File: src/rtl/fpc_pkg.sv
package fpc_pkg;

  // Field positions of the PLL control word (decoded by the operand stage).
  typedef struct packed {
    logic [3:0] pre;   // [29:26]
    logic [9:0] den;   // [25:16]
    logic [3:0] whole; // [13:10]
    logic [9:0] num;   // [9:0]
  } pll_fields_t;

  localparam int MODE_SRC_LSB   = 1;
  localparam int MODE_PLLEN_BIT = 3;
  localparam int MODE_BYP_BIT   = 7;
  localparam int PD_HS_LSB      = 11;
  localparam int PD_HS_W        = 3;
  localparam int PD_BUS_LSB     = 6;
  localparam int PD_BUS_W       = 2;

  typedef enum logic [2:0] {
    ST_IDLE,
    ST_CORE_GO,
    ST_CORE_WAIT,
    ST_HS_GO,
    ST_HS_WAIT,
    ST_BUS_GO,
    ST_BUS_WAIT
  } fpc_state_e;

  typedef enum logic [2:0] {
    QS_NONE = 3'd0,
    QS_CORE = 3'd1,
    QS_HS   = 3'd2,
    QS_BUS  = 3'd3,
    QS_SLOW = 3'd4
  } fpc_query_e;

  function automatic pll_fields_t fpc_unpack(input logic [31:0] w);
    pll_fields_t f;
    f.pre   = w[29:26];
    f.den   = w[25:16];
    f.whole = w[13:10];
    f.num   = w[9:0];
    return f;
  endfunction

endpackage

File: src/rtl/fpc_operands.sv
module fpc_operands
  import fpc_pkg::*;
#(
  parameter int FREQ_W      = 32,
  parameter int DIV_W       = 48,
  parameter int SCALE_SH    = 10,
  parameter int WHOLE_MIN   = 5,
  parameter int XTAL_HZ     = 26000000,
  parameter int SLOW_HZ     = 32768,
  parameter int SLOW_MUL_SH = 10
) (
  input  logic [1:0]        src_sel,
  input  logic              pll_en,
  input  logic              byp_req,
  input  pll_fields_t       pll_f,
  output logic [FREQ_W-1:0] ref_hz,
  output logic              bypass,
  output logic              neg_term,
  output logic [DIV_W-1:0]  dividend,
  output logic [DIV_W-1:0]  divisor
);
  localparam int TERM_W = 18;
  localparam int PROD_W = TERM_W - 3;
  localparam logic [FREQ_W-1:0] REF_SLOW = FREQ_W'(SLOW_HZ) << SLOW_MUL_SH;
  localparam logic [FREQ_W-1:0] REF_XTAL = FREQ_W'(XTAL_HZ);

  logic [3:0]               whole_eff;
  logic [10:0]              den_eff;
  logic [4:0]               pre_eff;
  logic [PROD_W-1:0]        whole_prod;
  logic signed [TERM_W-1:0] term;
  logic [FREQ_W-1:0]        ref_scaled;

  always_comb begin
    ref_hz     = (src_sel == 2'b01) ? REF_SLOW : REF_XTAL;
    bypass     = byp_req | ~pll_en;
    whole_eff  = (pll_f.whole < 4'(WHOLE_MIN)) ? 4'(WHOLE_MIN) : pll_f.whole;
    den_eff    = {1'b0, pll_f.den} + 11'd1;
    pre_eff    = {1'b0, pll_f.pre} + 5'd1;
    whole_prod = PROD_W'(whole_eff) * PROD_W'(den_eff);
    term       = $signed({3'b000, whole_prod}) + $signed({{8{pll_f.num[9]}}, pll_f.num});
    neg_term   = term[TERM_W-1];
    ref_scaled = ref_hz >> SCALE_SH;
    if (neg_term) begin
      dividend = '0;
    end else begin
      dividend = (DIV_W'(ref_scaled) * DIV_W'(term[TERM_W-2:0])) << 1;
    end
    divisor = DIV_W'(den_eff) * DIV_W'(pre_eff);
  end

endmodule

File: src/rtl/fpc_divider.sv
module fpc_divider #(
  parameter int W = 48
) (
  input  logic         clk,
  input  logic         rst_n,
  input  logic         go,
  input  logic [W-1:0] dividend,
  input  logic [W-1:0] divisor,
  output logic         busy,
  output logic         done,
  output logic [W-1:0] quotient
);
  localparam int CW = $clog2(W + 1);

  logic [W-1:0]  quo_q;
  logic [W-1:0]  rem_q;
  logic [W-1:0]  dvs_q;
  logic [CW-1:0] cnt_q;
  logic [W:0]    shifted;
  logic [W:0]    trial;

  always_comb begin
    shifted = {rem_q, quo_q[W-1]};
    trial   = shifted - {1'b0, dvs_q};
  end

  always_ff @(posedge clk or negedge rst_n) begin
    if (!rst_n) begin
      quo_q <= '0;
      rem_q <= '0;
      dvs_q <= '0;
      cnt_q <= '0;
      done  <= 1'b0;
    end else if (go && cnt_q == '0) begin
      quo_q <= dividend;
      rem_q <= '0;
      dvs_q <= divisor;
      cnt_q <= CW'(W);
      done  <= 1'b0;
    end else if (cnt_q != '0) begin
      quo_q <= {quo_q[W-2:0], ~trial[W]};
      rem_q <= trial[W] ? shifted[W-1:0] : trial[W-1:0];
      cnt_q <= cnt_q - 1'b1;
      done  <= (cnt_q == CW'(1));
    end else begin
      done  <= 1'b0;
    end
  end

  assign busy     = (cnt_q != '0);
  assign quotient = quo_q;

  assert_div_nonzero_R3: assert property (@(posedge clk) disable iff (!rst_n)
    go |-> (divisor != '0));
  assert_go_when_idle_R3: assert property (@(posedge clk) disable iff (!rst_n)
    go |-> !busy);
  assert_rem_bound_R3: assert property (@(posedge clk) disable iff (!rst_n)
    busy |-> (rem_q < dvs_q));

endmodule

File: src/rtl/fpc_query.sv
module fpc_query
  import fpc_pkg::*;
#(
  parameter int FREQ_W  = 32,
  parameter int SLOW_HZ = 32768
) (
  input  logic [2:0]        sel,
  input  logic [FREQ_W-1:0] core_hz,
  input  logic [FREQ_W-1:0] hs_hz,
  input  logic [FREQ_W-1:0] bus_hz,
  output logic [FREQ_W-1:0] hz
);
  always_comb begin
    case (sel)
      QS_CORE: hz = core_hz;
      QS_HS:   hz = hs_hz;
      QS_BUS:  hz = bus_hz;
      QS_SLOW: hz = FREQ_W'(SLOW_HZ);
      default: hz = '0;
    endcase
  end
endmodule

File: src/rtl/fpll_freq_calc.sv
module fpll_freq_calc
  import fpc_pkg::*;
#(
  parameter int FREQ_W      = 32,
  parameter int DIV_W       = 48,
  parameter int SCALE_SH    = 10,
  parameter int WHOLE_MIN   = 5,
  parameter int XTAL_HZ     = 26000000,
  parameter int SLOW_HZ     = 32768,
  parameter int SLOW_MUL_SH = 10
) (
  input  logic              clk,
  input  logic              rst_n,
  input  logic              start,
  input  logic [31:0]       mode_word,
  input  logic [31:0]       pll_word,
  input  logic [31:0]       postdiv_word,
  input  logic [2:0]        query_sel,
  output logic              busy,
  output logic              done,
  output logic [FREQ_W-1:0] core_hz,
  output logic [FREQ_W-1:0] hs_hz,
  output logic [FREQ_W-1:0] bus_hz,
  output logic [FREQ_W-1:0] query_hz
);
  fpc_state_e state_q;

  // Captured fields
  logic [1:0]          src_q;
  logic                pllen_q;
  logic                byp_q;
  pll_fields_t         pll_q;
  logic [PD_HS_W-1:0]  hsdiv_q;
  logic [PD_BUS_W-1:0] busdiv_q;

  logic [FREQ_W-1:0] ref_hz;
  logic              bypass;
  logic              neg_term;
  logic [DIV_W-1:0]  op_dividend;
  logic [DIV_W-1:0]  op_divisor;

  logic              div_go;
  logic [DIV_W-1:0]  div_a;
  logic [DIV_W-1:0]  div_b;
  logic              div_busy;
  logic              div_done;
  logic [DIV_W-1:0]  div_q;

  fpc_operands #(
    .FREQ_W(FREQ_W), .DIV_W(DIV_W), .SCALE_SH(SCALE_SH), .WHOLE_MIN(WHOLE_MIN),
    .XTAL_HZ(XTAL_HZ), .SLOW_HZ(SLOW_HZ), .SLOW_MUL_SH(SLOW_MUL_SH)
  ) u_ops (
    .src_sel (src_q),
    .pll_en  (pllen_q),
    .byp_req (byp_q),
    .pll_f   (pll_q),
    .ref_hz  (ref_hz),
    .bypass  (bypass),
    .neg_term(neg_term),
    .dividend(op_dividend),
    .divisor (op_divisor)
  );

  always_comb begin
    div_go = 1'b0;
    div_a  = '0;
    div_b  = DIV_W'(1);
    case (state_q)
      ST_CORE_GO: begin
        div_go = ~bypass & ~neg_term;
        div_a  = op_dividend;
        div_b  = op_divisor;
      end
      ST_HS_GO: begin
        div_go = 1'b1;
        div_a  = DIV_W'(core_hz);
        div_b  = DIV_W'(hsdiv_q) + DIV_W'(1);
      end
      ST_BUS_GO: begin
        div_go = 1'b1;
        div_a  = DIV_W'(hs_hz);
        div_b  = DIV_W'(busdiv_q) + DIV_W'(1);
      end
      default: ;
    endcase
  end

  fpc_divider #(.W(DIV_W)) u_div (
    .clk     (clk),
    .rst_n   (rst_n),
    .go      (div_go),
    .dividend(div_a),
    .divisor (div_b),
    .busy    (div_busy),
    .done    (div_done),
    .quotient(div_q)
  );

  always_ff @(posedge clk or negedge rst_n) begin
    if (!rst_n) begin
      state_q  <= ST_IDLE;
      src_q    <= '0;
      pllen_q  <= 1'b0;
      byp_q    <= 1'b0;
      pll_q    <= '0;
      hsdiv_q  <= '0;
      busdiv_q <= '0;
      core_hz  <= '0;
      hs_hz    <= '0;
      bus_hz   <= '0;
      done     <= 1'b0;
    end else begin
      done <= 1'b0;
      case (state_q)
        ST_IDLE: if (start) begin
          src_q    <= mode_word[MODE_SRC_LSB +: 2];
          pllen_q  <= mode_word[MODE_PLLEN_BIT];
          byp_q    <= mode_word[MODE_BYP_BIT];
          pll_q    <= fpc_unpack(pll_word);
          hsdiv_q  <= postdiv_word[PD_HS_LSB +: PD_HS_W];
          busdiv_q <= postdiv_word[PD_BUS_LSB +: PD_BUS_W];
          state_q  <= ST_CORE_GO;
        end
        ST_CORE_GO: begin
          if (bypass) begin
            core_hz <= ref_hz;
            state_q <= ST_HS_GO;
          end else if (neg_term) begin
            core_hz <= '0;
            state_q <= ST_HS_GO;
          end else begin
            state_q <= ST_CORE_WAIT;
          end
        end
        ST_CORE_WAIT: if (div_done) begin
          core_hz <= FREQ_W'(div_q << SCALE_SH);
          state_q <= ST_HS_GO;
        end
        ST_HS_GO: state_q <= ST_HS_WAIT;
        ST_HS_WAIT: if (div_done) begin
          hs_hz   <= FREQ_W'(div_q);
          state_q <= ST_BUS_GO;
        end
        ST_BUS_GO: state_q <= ST_BUS_WAIT;
        ST_BUS_WAIT: if (div_done) begin
          bus_hz  <= FREQ_W'(div_q);
          done    <= 1'b1;
          state_q <= ST_IDLE;
        end
        default: state_q <= ST_IDLE;
      endcase
    end
  end

  assign busy = (state_q != ST_IDLE);

  fpc_query #(.FREQ_W(FREQ_W), .SLOW_HZ(SLOW_HZ)) u_query (
    .sel    (query_sel),
    .core_hz(core_hz),
    .hs_hz  (hs_hz),
    .bus_hz (bus_hz),
    .hz     (query_hz)
  );

  assert_done_pulse_R7: assert property (@(posedge clk) disable iff (!rst_n)
    done |=> !done);
  assert_done_idle_R7: assert property (@(posedge clk) disable iff (!rst_n)
    done |-> !busy);
  assert_div_quiet_R7: assert property (@(posedge clk) disable iff (!rst_n)
    !busy |-> !div_busy);
  assert_chain_order_R6: assert property (@(posedge clk) disable iff (!rst_n)
    done |-> ((bus_hz <= hs_hz) && (hs_hz <= core_hz)));
  assert_ignore_start_R8: assert property (@(posedge clk) disable iff (!rst_n)
    busy |=> ($stable(pll_q) && $stable(src_q) && $stable(hsdiv_q) && $stable(busdiv_q)));
  assert_idle_hold_R11: assert property (@(posedge clk) disable iff (!rst_n)
    !busy |=> ($stable(core_hz) && $stable(hs_hz) && $stable(bus_hz)));

endmodule

File: config.mk
export PLATFORM = sky130hd
export DESIGN_NAME = fpll_freq_calc
export DESIGN_NICKNAME = d
export VERILOG_FILES = /design/src/rtl/fpc_pkg.sv /design/src/rtl/fpc_operands.sv /design/src/rtl/fpc_divider.sv /design/src/rtl/fpc_query.sv /design/src/rtl/fpll_freq_calc.sv
export SDC_FILE = /design/constraint.sdc
export NUM_CORES = 1
export LEC_CHECK = 0
export BUFFER_PORTS_ARGS = -buffer_cell sky130_fd_sc_hd__clkbuf_2
export CORE_MARGIN = 2
export CORE_UTILIZATION = 41
export CTS_BUF_LIST = sky130_fd_sc_hd__clkbuf_2
export DETAILED_ROUTE_END_ITERATION = 10
export PLACE_DENSITY = 0.67
export SYNTH_ARGS = -nofsm -noshare
export SYNTH_HDL_FRONTEND = slang
export SYNTH_SLANG_ARGS = --single-unit
File: constraint.sdc
create_clock -name clk -period 31.4 [get_ports clk]
set_input_delay 3.14 -clock clk [delete_from_list [all_inputs] [get_ports clk]]
set_output_delay 3.14 -clock clk [all_outputs]
set_load 0.01 [all_outputs]
; ---- Yosys cells after proc, flatten, opt, wreduce, memory -nomap -nowiden
; Index checks and enable logic that the tools add are counted.
; Widths: inputs -> output; s select.
[word_totals]
register_bits = 288
inputBits = 102
output_inout_bits = 130
wordCells = 95
[op_classes]
addsub = 7
mul = 3
order_cmp = 1
n_eq_ne = 17
n_mux = 29
bitwise_logic = 6
n_reduce_logical = 13
[op_table]
columns = cell, count
row1 = $mux 48, 5
row2 = $pmux 48 s3, 1
row3 = $pmux 32 s4, 1
row4 = $mux 32, 3
row5 = $pmux 32 s2, 1
row6 = $sub 49x48->49, 1
row7 = $pmux 16 s3, 1
row8 = $mux 40, 1
row9 = $mul 22x17->39, 1
row10 = $mux 26, 1
row11 = $pmux 3 s7, 1
row12 = $add 16x10->17, 1
row13 = $mul 11x5->16, 1
row14 = $mul 4x11->15, 1
row15 = $eq 3x2->1 const B, 4
row16 = $eq 3x3->1 const B, 4
row17 = $mux 3, 4
row18 = $mux 6, 2
row19 = $add 10x1->11 const B, 1
row20 = $eq 3x1->1 const B, 2
row21 = $eq 6x1->1 const B, 1
row22 = $logic_not 6->1, 1
row23 = $mux 1, 6
row24 = $ne 2x1->1 const B, 3
row25 = 22 further kinds, 28

; ---- Logic depth before layout (Yosys ltp)
[logic_depth]
depth_word = 9
mapped_depth = 44
ltp_nobuf = 43

; ---- Hierarchy
; A second synthesis with hierarchy kept.
[hier_totals]
hier_cells = 3074
hier_area_um2 = 27690.3
[modules_own_cells]
columns = module, instances, cells_per_inst, area_each_um2, seq_area_each_um2
row1 = fpc_operands, 1, 1251, 10430.0, 0.0
row2 = fpc_divider, 1, 1040, 9404.0, 3778.6
row3 = fpll_freq_calc, 1, 667, 6977.9, 3428.3
row4 = fpc_query, 1, 116, 878.3, 0.0

; ---- Worst setup path after synthesis
; Ideal clock, no wire load.
[synth_timing]
path_kind = reg2reg
start = register pll_q[14] in the netlist's numbering
end = register u_div.quo_q[32], in the netlist u_div.quotient[32]
setup_ps = 138
t_arrival_ps = 10159
t_required_ps = 31262
setup_slack_ps = 21103
stages_incl_launch_ff = 38
n_path_buf = 1
synth_period_minus_slack_ps = 10297
cell_sequence = dfrtp_1 ha_1 xor2_1 nand2b_1 fa_1 inv_1 fa_1 fa_1 a21o_1 a21oi_1 nor2b_1 o21a_1 or3_1 a31oi_1 xnor2_1 ha_1 o21ai_0 o21ai_0 (+2 left out) nor3_1 nor3_1 fa_1 ha_1 fa_1 fa_1 fa_1 inv_1 fa_1 inv_1 ha_1 clkbuf_1 nand2_1 a2111oi_0 nor3_1 o41ai_1 xnor2_1 o21ai_0
[synth_via]
elab_chain_cells = 8
word_cells_on_any_way = 12
[synth_rtl]
columns = item, line
row1 = "start, declared", fpll_freq_calc.sv:32  ; pll_fields_t pll_q;
row2 = "start signal, assigned", fpll_freq_calc.sv:119  ; pll_q <= fpc_unpack(pll_word);
row3 = $add 10x1->11 *, fpc_operands.sv:38  ; den_eff = {1'b0, pll_f.den} + 11'd1;
row4 = $mul 4x11->15 *, fpc_operands.sv:40  ; whole_prod = PROD_W'(whole_eff) * PROD_W'(den_eff);
row5 = $add 16x10->17 *, fpc_operands.sv:41  ; term = $signed({3'b000, whole_prod}) + $signed({{8{pll_f.num[9]}}, pll_f.num});
row6 = branches (longest 5 deep; another with $mul 22x17->39), -
row7 = "end signal, assigned", fpc_divider.sv:35  ; quo_q <= dividend;
row8 = "end signal, assigned", fpc_divider.sv:41  ; quo_q <= {quo_q[W-2:0], ~trial[W]};
row9 = "end, declared", fpc_divider.sv:15  ; logic [W-1:0] quo_q;
; Mark *: on every way between the ends.
; A chain may end at the register's enable or synchronous reset.

; ---- Final worst setup path
[layout_timing]
start = register pll_q[13] in the netlist's numbering
end = register u_div.quo_q[32], in the netlist u_div.quotient[32]
[layout_via]
elab_chain_cells = 9
word_cells_on_any_way = 13
[layout_rtl]
columns = item, line
row1 = $lt 4x3->1, fpc_operands.sv:37  ; whole_eff = (pll_f.whole < 4'(WHOLE_MIN)) ? 4'(WHOLE_MIN) : pll_f.whole;
row2 = $mux 4 *, fpc_operands.sv:37
row3 = $mul 4x11->15 *, fpc_operands.sv:40
row4 = $add 16x10->17 *, fpc_operands.sv:41
row5 = branches (longest 5 deep; another with $mul 22x17->39), -
; Marked as above.

==> flow_metrics.env <==
export IMPL_status="finished clean"
export IMPL_finalWeightedCongestion=0.8926
export IMPL_ys_ff_latch=247
export IMPL_fin_crit_sh_pct=39.85
export IMPL_initial_core_util_pct=41.26
export IMPL_dpl_cell_area_mm2=0.02402
export IMPL_instances_no_fill=3368
export IMPL_cts_tree="yes"
export IMPL_die_height_um=238.8
export IMPL_drive_gt1_share_pct=15.03
export IMPL_h_tree_depth=3
export IMPL_fp_dieW_um=238.8
export IMPL_cp_end_kind="flop"
export IMPL_clockBufferDepth=3
export IMPL_area_growth_pct=8.897
export IMPL_synth_most_common_cell="nand2_1"
export IMPL_critPathArrivalTime_ps=13360
export IMPL_dr_pass1_iters=6
export IMPL_layout_min_cycle_time_ps=12510
export IMPL_maxSlewHeadroom_pct=18.76
export IMPL_num_rows=86
export IMPL_fin_util_pct=44.94
export IMPL_numCtsBuffers=71
export IMPL_path_clk_slew_ps=90
export IMPL_via_count=19020
export IMPL_critPathKind="flop to flop"
export IMPL_wl_per_cell_um=18.07
export IMPL_async_flop_share_pct=100.0
export IMPL_antenna_found_initial=3
export IMPL_wl_um=60870
export IMPL_synth_area_top_cells="dfrtp_1, ha_1, fa_1"
export IMPL_portBuffers=164
export IMPL_hold_path_class="flop to flop"
export IMPL_ios=232
export IMPL_synth_area_leader_cell="dfrtp_1"
export IMPL_synthTopCellsByCount="nand2_1, ha_1, inv_1, dfrtp_1, nor2_1"
export IMPL_syn_avg_cell_area_um2=9.102
export IMPL_crit_required_ps=32250
export IMPL_cts_setup_buffers=0
export IMPL_final_area_mm2=0.02461
export IMPL_grt_pass1_wl_um=99350
export IMPL_setup_tns_ps=0
export IMPL_worstSkewPairLatency_ps=1060
export IMPL_max_cap_violations=0
export IMPL_globalRoute_totalOverflow=0
export IMPL_cpMostUsedCell="fa_1"
export IMPL_slowest_stage="a2111oi_0"
export IMPL_grt_max_degree=144
export IMPL_cts_resized=0
export IMPL_die_area_mm2=0.05702
export IMPL_slew_violations=0
export IMPL_fin_skew_ps=123.9
export IMPL_synth_edf_count=0
export IMPL_clkSinkCount=247
export IMPL_yosysUniqueCellTypes=77
export IMPL_ys_seq_area_share_pct=27.35
export IMPL_syn_instance_count=2483
export IMPL_drc_errors=0
export IMPL_yosysWarnings=0
export IMPL_synth_area_mm2=0.02260
export IMPL_rsz0062_at_grt="no"
export IMPL_fmax_mhz=79.91
export IMPL_hold_buffers=0
export IMPL_clockRootBuffer="clkbuf_2"
export IMPL_worst_slew_pin_slew_ps=1206
export IMPL_core_mm2=0.05477
export IMPL_startpoint_type="flop"
export IMPL_yosysTopAreaCellShare_pct=27.35
export IMPL_grt_usage_pct=21.61
export IMPL_drt_iter0_drc=1572
export IMPL_setup_viol=0
export IMPL_dp_hpwl_um=45140
export IMPL_grt_pass1_vias=18940
export IMPL_via_per_inst=5.646
export IMPL_finalHoldViolations=0
export IMPL_critPathMaxStageDelay_ps=1030
export IMPL_postRouteAntennaNets=0
export IMPL_ys_flop_type="dfrtp_1"
export IMPL_dp_cells=3248
export IMPL_crit_fanout=15
export IMPL_nets=3105
cell families (layout without fill, tap and decap cells):
group | after synthesis | count (layout) | share of synthesized area (%)
buffers and inverters | 388 | 560 | 6.771
multiplexers | 122 | 122 | 5.819
AO/OA/AOI/OAI | 492 | 492 | 15.32
AND/OR/NAND/NOR | 746 | 746 | 15.32
flip-flops | 247 | 247 | 27.35
XOR/XNOR | 101 | 101 | 3.914
other | 1 | 10 | 0.01659
adder cells (fa/ha/maj) | 386 | 386 | 25.49
metal layers:
layer	routed length [um]	track usage, %
met1	27700	29.78
met2	28360	35.10
met3	3487	3.072
met4	1321	6.705
met5	0	0
worst max-delay path: cells and delay by family (launching register included):
family | cells | cell delay (ps)
AND/OR/NAND/NOR | 7 | 1630
XOR/XNOR | 3 | 400
flip-flops | 1 | 530
buffers and inverters | 6 | 310
adder cells (fa/ha/maj) | 11 | 5010
AO/OA/AOI/OAI | 12 | 4490
cells in the final DEF, fill, tap and decap left out, drive strengths merged, types with 66 or more instances in the layout:
cell,Yosys,layout
nand2,278,278
xnor2,66,66
a21oi,86,86
ha,262,262
mux2,75,75
fa,124,124
inv,252,256
clkbuf,108,259
o21ai,80,80
dfrtp,247,247
nor2,199,199
registers in the layout (all words and copies together) (netlist names), 3 cells and up:
signal          count
hsdiv_q             3
state_q             3
core_hz            23
hs_hz              32
u_div.rem_q        48
bus_hz             32
u_div.quotient     48
u_div.cnt_q         6
u_div.dvs_q        16
pll_q              28
area by class of cell:
type                       instances  area (um2)
fill                            5290       30160
multi-input combinational       1855       14980
sequential                       247        6181
timing repair buffer             190        1039
inverter                         252       945.9
tap                              704       880.8
clock buffer                      96       480.5
clock inverter                    22       101.3
antenna                            2       5.005
path summary, 6_finish.rpt:
| check | start | end | slack, ps | cells past startpoint |
|---|---|---|---|---|
| max in group asynchronous | rst_n | u_div.quotient[0] | 27800 | 2 |
| worst min register to register | u_div.dvs_q[5] | u_div.dvs_q[5] | 490 | 2 |
| min in group asynchronous | rst_n | u_div.quotient[31] | 2120 | 1 |
| worst min-delay path | u_div.dvs_q[5] | u_div.dvs_q[5] | 490 | 2 |
| worst max-delay path | pll_q[13] | u_div.quotient[32] | 18890 | 39 |
| worst max register to register | pll_q[13] | u_div.quotient[32] | 18890 | 39 |
through the flow:
step / setup slack (ps) / hold slack [ps]
global placement: 19020 / 463.7
global route: 18010 / 500.7
detailed placement: 18920 / 467.9
finish: 18890 / 487.8
CTS: 18890 / 479.1
floorplan: 21100 / 443.2
Power is not shown: default switching activity piles up to over one toggle a cycle in this logic, so the estimate is an artifact.
